$ cat src/rtl/evt_tmr_pkg.sv
package evt_tmr_pkg;

    // Register indices; software decodes these, so they are fixed.
    localparam int unsigned IDX_CTRL   = 0;
    localparam int unsigned IDX_STATUS = 1;
    localparam int unsigned IDX_TSTAMP = 3;
    localparam int unsigned IDX_LOAD   = 6;

    // Bit positions inside control and status.
    localparam int unsigned CTRL_EN_BIT  = 0;
    localparam int unsigned STAT_PND_BIT = 0;

    // Register-file state.
    typedef struct packed {
        logic        en;
        logic [63:0] load;   // upper bits unused when CNT_W < 64
    } regs_state_t;

endpackage

$ cat src/rtl/evt_tmr_regs.sv
module evt_tmr_regs
    import evt_tmr_pkg::*;
#(
    parameter int unsigned IDX_W = 4,
    parameter int unsigned CNT_W = 32
) (
    input  logic             clk,
    input  logic             rst_n,
    input  logic [IDX_W-1:0] reg_idx,
    input  logic             reg_wr,
    input  logic [CNT_W-1:0] reg_wdata,
    input  logic [CNT_W-1:0] tstamp_i,
    input  logic             pending_i,
    output logic             en_o,
    output logic             load_we_o,
    output logic [CNT_W-1:0] load_val_o,
    output logic             stat_we_o,
    output logic             disarm_o,
    output logic [CNT_W-1:0] rdata_o
);

    localparam logic [IDX_W-1:0] SEL_CTRL   = IDX_W'(IDX_CTRL);
    localparam logic [IDX_W-1:0] SEL_STATUS = IDX_W'(IDX_STATUS);
    localparam logic [IDX_W-1:0] SEL_TSTAMP = IDX_W'(IDX_TSTAMP);
    localparam logic [IDX_W-1:0] SEL_LOAD   = IDX_W'(IDX_LOAD);

    typedef struct packed {
        logic             en;
        logic [CNT_W-1:0] load;
    } state_t;

    state_t st_q, st_d;

    logic hit_ctrl, hit_status, hit_load;

    // Write decode: one strobe per implemented writable register.
    always_comb begin
        hit_ctrl   = reg_wr && (reg_idx == SEL_CTRL);
        hit_status = reg_wr && (reg_idx == SEL_STATUS);
        hit_load   = reg_wr && (reg_idx == SEL_LOAD);
    end

    // Next-state computation.
    always_comb begin
        st_d = st_q;
        if (hit_ctrl) begin
            st_d.en = reg_wdata[CTRL_EN_BIT];
        end
        if (hit_load) begin
            st_d.load = reg_wdata;
        end
    end

    always_ff @(posedge clk or negedge rst_n) begin
        if (!rst_n) begin
            st_q <= '0;
        end else begin
            st_q <= st_d;
        end
    end

    // Read mux; unimplemented indices return zero.
    always_comb begin
        rdata_o = '0;
        case (reg_idx)
            SEL_CTRL:   rdata_o[CTRL_EN_BIT]  = st_q.en;
            SEL_STATUS: rdata_o[STAT_PND_BIT] = pending_i;
            SEL_TSTAMP: rdata_o               = tstamp_i;
            SEL_LOAD:   rdata_o               = st_q.load;
            default:    rdata_o               = '0;
        endcase
    end

    assign en_o       = st_q.en;
    assign load_we_o  = hit_load;
    assign load_val_o = reg_wdata;
    assign stat_we_o  = hit_status;
    assign disarm_o   = hit_ctrl && !reg_wdata[CTRL_EN_BIT];

endmodule

$ cat src/rtl/evt_tmr_tstamp.sv
module evt_tmr_tstamp #(
    parameter int unsigned CNT_W = 32
) (
    input  logic             clk,
    input  logic             rst_n,
    output logic [CNT_W-1:0] count_o
);

    typedef struct packed {
        logic [CNT_W-1:0] count;
    } state_t;

    state_t st_q, st_d;

    always_comb begin
        st_d       = st_q;
        st_d.count = st_q.count + CNT_W'(1);
    end

    always_ff @(posedge clk or negedge rst_n) begin
        if (!rst_n) begin
            st_q <= '0;
        end else begin
            st_q <= st_d;
        end
    end

    assign count_o = st_q.count;

endmodule

$ cat src/rtl/evt_tmr_cdown.sv
module evt_tmr_cdown #(
    parameter int unsigned CNT_W = 32
) (
    input  logic             clk,
    input  logic             rst_n,
    input  logic             en_i,
    input  logic             load_we_i,
    input  logic [CNT_W-1:0] load_val_i,
    input  logic             disarm_i,
    input  logic             clr_i,
    output logic             armed_o,
    output logic [CNT_W-1:0] remain_o,
    output logic             pending_o
);

    typedef struct packed {
        logic             armed;
        logic [CNT_W-1:0] remain;
        logic             pending;
    } state_t;

    state_t st_q, st_d;
    logic   fire;

    always_comb begin
        st_d = st_q;
        fire = 1'b0;
        if (load_we_i && en_i) begin
            // A new delta always wins over an expiry in the same cycle.
            st_d.armed  = 1'b1;
            st_d.remain = load_val_i;
        end else if (disarm_i) begin
            st_d.armed = 1'b0;
        end else if (st_q.armed && en_i) begin
            if (st_q.remain <= CNT_W'(1)) begin
                fire        = 1'b1;
                st_d.armed  = 1'b0;
                st_d.remain = '0;
            end else begin
                st_d.remain = st_q.remain - CNT_W'(1);
            end
        end

        // Setting beats clearing so that no event is lost.
        if (fire) begin
            st_d.pending = 1'b1;
        end else if (clr_i) begin
            st_d.pending = 1'b0;
        end
    end

    always_ff @(posedge clk or negedge rst_n) begin
        if (!rst_n) begin
            st_q <= '0;
        end else begin
            st_q <= st_d;
        end
    end

    assign armed_o   = st_q.armed;
    assign remain_o  = st_q.remain;
    assign pending_o = st_q.pending;

endmodule

$ cat src/rtl/core_event_timer.sv
module core_event_timer #(
    parameter int unsigned IDX_W = 4,
    parameter int unsigned CNT_W = 32
) (
    input  logic             clk,
    input  logic             rst_n,
    input  logic [IDX_W-1:0] reg_idx,
    input  logic             reg_wr,
    input  logic [CNT_W-1:0] reg_wdata,
    output logic [CNT_W-1:0] reg_rdata,
    output logic             irq
);

    logic             en;
    logic             load_we;
    logic [CNT_W-1:0] load_val;
    logic             stat_we;
    logic             disarm;
    logic [CNT_W-1:0] tstamp;
    logic             armed;
    logic [CNT_W-1:0] remain;
    logic             pending;

    evt_tmr_regs #(
        .IDX_W (IDX_W),
        .CNT_W (CNT_W)
    ) regs_i (
        .clk        (clk),
        .rst_n      (rst_n),
        .reg_idx    (reg_idx),
        .reg_wr     (reg_wr),
        .reg_wdata  (reg_wdata),
        .tstamp_i   (tstamp),
        .pending_i  (pending),
        .en_o       (en),
        .load_we_o  (load_we),
        .load_val_o (load_val),
        .stat_we_o  (stat_we),
        .disarm_o   (disarm),
        .rdata_o    (reg_rdata)
    );

    evt_tmr_tstamp #(
        .CNT_W (CNT_W)
    ) tstamp_i (
        .clk     (clk),
        .rst_n   (rst_n),
        .count_o (tstamp)
    );

    evt_tmr_cdown #(
        .CNT_W (CNT_W)
    ) cdown_i (
        .clk        (clk),
        .rst_n      (rst_n),
        .en_i       (en),
        .load_we_i  (load_we),
        .load_val_i (load_val),
        .disarm_i   (disarm),
        .clr_i      (stat_we),
        .armed_o    (armed),
        .remain_o   (remain),
        .pending_o  (pending)
    );

    assign irq = pending;

endmodule

$ cat config.mk
export PLATFORM = sky130hd
export DESIGN_NAME = core_event_timer
export DESIGN_NICKNAME = d
export VERILOG_FILES = /design/src/rtl/evt_tmr_pkg.sv /design/src/rtl/evt_tmr_regs.sv /design/src/rtl/evt_tmr_tstamp.sv /design/src/rtl/evt_tmr_cdown.sv /design/src/rtl/core_event_timer.sv
export SDC_FILE = /design/constraint.sdc
export NUM_CORES = 1
export LEC_CHECK = 0
export BUFFER_PORTS_ARGS = -buffer_cell sky130_fd_sc_hd__buf_2
export CORE_UTILIZATION = 60
export DETAILED_ROUTE_END_ITERATION = 12
export GPL_ROUTABILITY_DRIVEN = 0
export PLACE_DENSITY_LB_ADDON = 0.25
export SLEW_MARGIN = 30
export SYNTH_ARGS = -nofsm -noshare
export SYNTH_HDL_FRONTEND = slang
export SYNTH_SLANG_ARGS = --single-unit
$ cat constraint.sdc
create_clock -name clk -period 6.2 [get_ports clk]
set_input_delay 0.31 -clock clk [delete_from_list [all_inputs] [get_ports clk]]
set_output_delay 0.31 -clock clk [all_outputs]
set_load 0.01 [all_outputs]
==> qor.yml <==
timing:
  final_period_minus_worst_setup_slack_ns: 2.95
  fin_crit_sh: 0.475
  timing_worst_slew_pin_value_ns: 0.776
  final_report_setup_violation_count: 0
  fin_tns_setup_ns: 0
  rsz_0062_raised_after_global_routing: "false"
  clock-skew-final_ns: 0.0108
  max_slew_margin: 0.483
  hold_viol_final: 0
  max_clock_freq_mhz: 339
  final_max_slew_viol_count: 0
  timing.final.ws_setup_ns: 3.25
yosys:
  synth_compound_gate_area_share: 0.182
  mappedNetlistArea_um2: 5200
  synth.area.mux_share: 0.0712
  synthXorXnorAreaFrac: 0.0573
  synth-simple-area-share: 0.169
  synth_adder_area_share: 0.00722
  post_synth.cell_area_avg_um2: 10.3
  ys_seq_elements: 99
  yosys_most_used_dff: "dfrtp_1"
  syn_nets: 549
  yosysWarnings: 0
  synth_async_sr_flop_share: 1.00
  synth-edff-count: 0
  syn-instance-count: 507
  synth_seq_area_share: 0.476
  combinational_family_with_the_most_area_after_synthesis: "compound AO/OA/AOI/OAI gates"
  synth.lib_cells_used.distinct: 48
finish:
  proportion_of_layout_cells_with_a_drive_suffix_above_1: 0.244
  nets: 614
  num_antenna_cells: 0
  highest_count_cells_in_the_layout_ignoring_fill_and_taps: "dfrtp_1 (99), buf_2 (70), nand2_1 (36)"
  filler_cell_count: 609
  final_common_cell: "dfrtp_1"
  area.growth.synth_to_final_pct: 13.7
clock_tree:
  clock_tree.buffer_depth: 2
  clockRootBuffer: "clkbuf_8"
  source_to_sink_clock_delay_at_the_later_pin_of_the_worst_skew_pair_ns: 0.36
  post_cts_buffers: 0
  cts_buffers: 9
  cts.reportedPaths.clkPinSlew_ns: 0.10
  tritoncts_clock_tree: "built"
  tritoncts_num_sinks: 99
  htree_levels: 3
pwr:
  vdd.ir_drop.worst_mv: 0.178
  share_comb_of_total_power: 0.256
  p_int_uw: 1200
  cellLeakagePower_uw: 0.00261
  power_per_cell_area_nw_per_um2: 313
  power_frac_seq: 0.492
  switching_share: 0.352
  total_switching_power_uw: 651
  clock_power_share: 0.252
global_routing:
  wire_length_of_the_first_global_routing_pass_um: 21800
  first_global_vias: 4285
  globalRoute.totalOverflow: 0
  grt_usage: 0.320
  largest_net_degree_at_the_start_of_global_routing: 86
  antenna_found_initial: 0
floorplan:
  core-area_um2: 8300
  start_util: 0.627
  floorplan.die.height_um: 95.1
  placement_rows: 33
  floorplan.io_pins: 72
  design.die.area_um2: 9040
  dieWidth_um: 95.1
worst_setup_path:
  crit_required_ns: 6.44
  start_kind: "flop"
  path_class: "reg -> reg"
  critical_path.endpoint_type: "flop"
  setup.reg_to_reg.worst_slack_ns: 3.25
  crit_arrival_ns: 3.19
  crit_path_max_fanout: 21
worst_hold_path:
  holdCritPathClass: "in -> reg"
route:
  routed_via_density: 6.68
  detail_route.wirelength_um: 13600
  drt-initial-drc-count: 400
  number_of_nets_with_antenna_violations_after_routing: 0
  detailedRoute.firstPassIterationCount: 5
  route.vias.total: 4557
  detail_route.drc_violations: 0
  detail_route.wl_per_cell_um: 20.0
placed_design:
  pre_cts_ws_ns: 3.32
  detailed_place_hpwl_um: 9430
  buffer_ports.inserted: 71
flow_run:
  timing.max_cap.violations: 0
outcome:
  run_status: "finished clean"
==> final cells by class <==
class / count / area (um^2) / share of cell area
multi-input combinational: 361 / 2570 / 0.435
clock buffer: 10 / 128 / 0.0216
inverter: 21 / 78.8 / 0.0133
tap: 105 / 131 / 0.0222
clock inverter: 6 / 93.8 / 0.0159
timing repair buffer: 80 / 432 / 0.0730
sequential: 99 / 2480 / 0.419
==> critical path, cell delays in order (launching register included) <==
cell and delay (ns):
dfrtp_1 0.44, or4_4 0.58, nor4_2 0.47, nand3_1 0.54
buf_4 0.41, a311oi_1 0.27, o21ai_0 0.12
==> power groups by stage <==
stage / clock, uW / combinational (uW) / sequential, uW
floorplan: 0 / 343 / 864
global placement: 0 / 440 / 902
detailed placement: 0 / 459 / 910
CTS: 472 / 464 / 900
global route: 495 / 523 / 927
finish: 466 / 473 / 910
==> per-stage QoR <==
stage | cell area, um^2 | util | hold slack (ns) | std cells | power [uW]
3_3_place_gp | 5670 | 0.684 | 0.171 | 665 | 1340
2_1_floorplan | 5200 | - | 0.0144 | 507 | 1210
3_5_place_dp | 5680 | 0.684 | 0.177 | 665 | 1370
5_1_grt | 5910 | 0.713 | 0.184 | 682 | 1940
4_1_cts | 5910 | 0.712 | 0.180 | 682 | 1840
6_report | 5910 | 0.713 | 0.198 | 682 | 1850
==> synthesized netlist by cell type (3+ instances only) <==
master	instances	area (um^2)
a21oi_1	4	20.0
a22o_1	31	272
a22oi_1	18	135
a31oi_1	10	62.6
a32oi_1	8	70.1
and3_1	4	25.0
and4_1	3	26.3
buf_2	5	25.0
clkbuf_1	20	75.1
dfrtp_1	99	2480
ha_1	3	37.5
inv_1	21	78.8
mux2_2	32	360
nand2_1	36	135
nand2b_1	3	18.8
nand3_1	21	105
nand4_1	16	100
nor2_1	25	93.8
nor3_1	17	85.1
nor4_1	16	100
o211ai_1	12	90.1
o21ai_0	18	90.1
o31a_1	8	70.1
or2_2	4	25.0
or3_1	4	25.0
or4_1	7	52.6
xnor2_1	24	210
xor2_1	10	87.6
==> path summary, 6_finish.rpt <==
kind	from	cells past startpoint	endpoint
max	cdown_i.remain_o[9]	6	cdown_i.remain_o[6]
min	reg_wdata[30]	3	cdown_i.remain_o[30]
max reg2reg	cdown_i.remain_o[9]	6	cdown_i.remain_o[6]
min reg2reg	tstamp_i.count_o[31]	1	tstamp_i.count_o[31]
max in group asynchronous	rst_n	3	cdown_i.remain_o[14]
min in group asynchronous	rst_n	2	cdown_i.remain_o[28]
==> flip-flops by register name, indices dropped and copies added (netlist names) <==
| register | flops |
|---|---|
| tstamp_i.count_o | 32 |
| regs_i.st_q | 32 |
| cdown_i.pending_o | 1 |
| cdown_i.remain_o | 32 |
| regs_i.en_o | 1 |
| cdown_i.armed_o | 1 |
==> cell families (layout without fill, tap and decap cells) <==
group	Yosys count	after routing
compound gates	126	126
fa+ha+maj	3	3
simple gates	165	165
buf+inv	47	117
mux	33	33
xor+xnor	34	34
flops	99	99
==> routing by layer <==
metal | global-route usage | vias up | wire length (um)
met3 | 0.0550 | 27 | 924
li1 | - | 2051 | -
met2 | 0.489 | 217 | 6480
met4 | 0.119 | 0 | 302
met5 | 0 | - | 0
met1 | 0.457 | 2262 | 5940
==> what timing repair did <==
item                                   in CTS  in global routing
gates resized for setup                     0                  0
hold buffers                                1                  0
endpoints found under the hold margin      14                  0
Power figures use the tool's default switching activity.
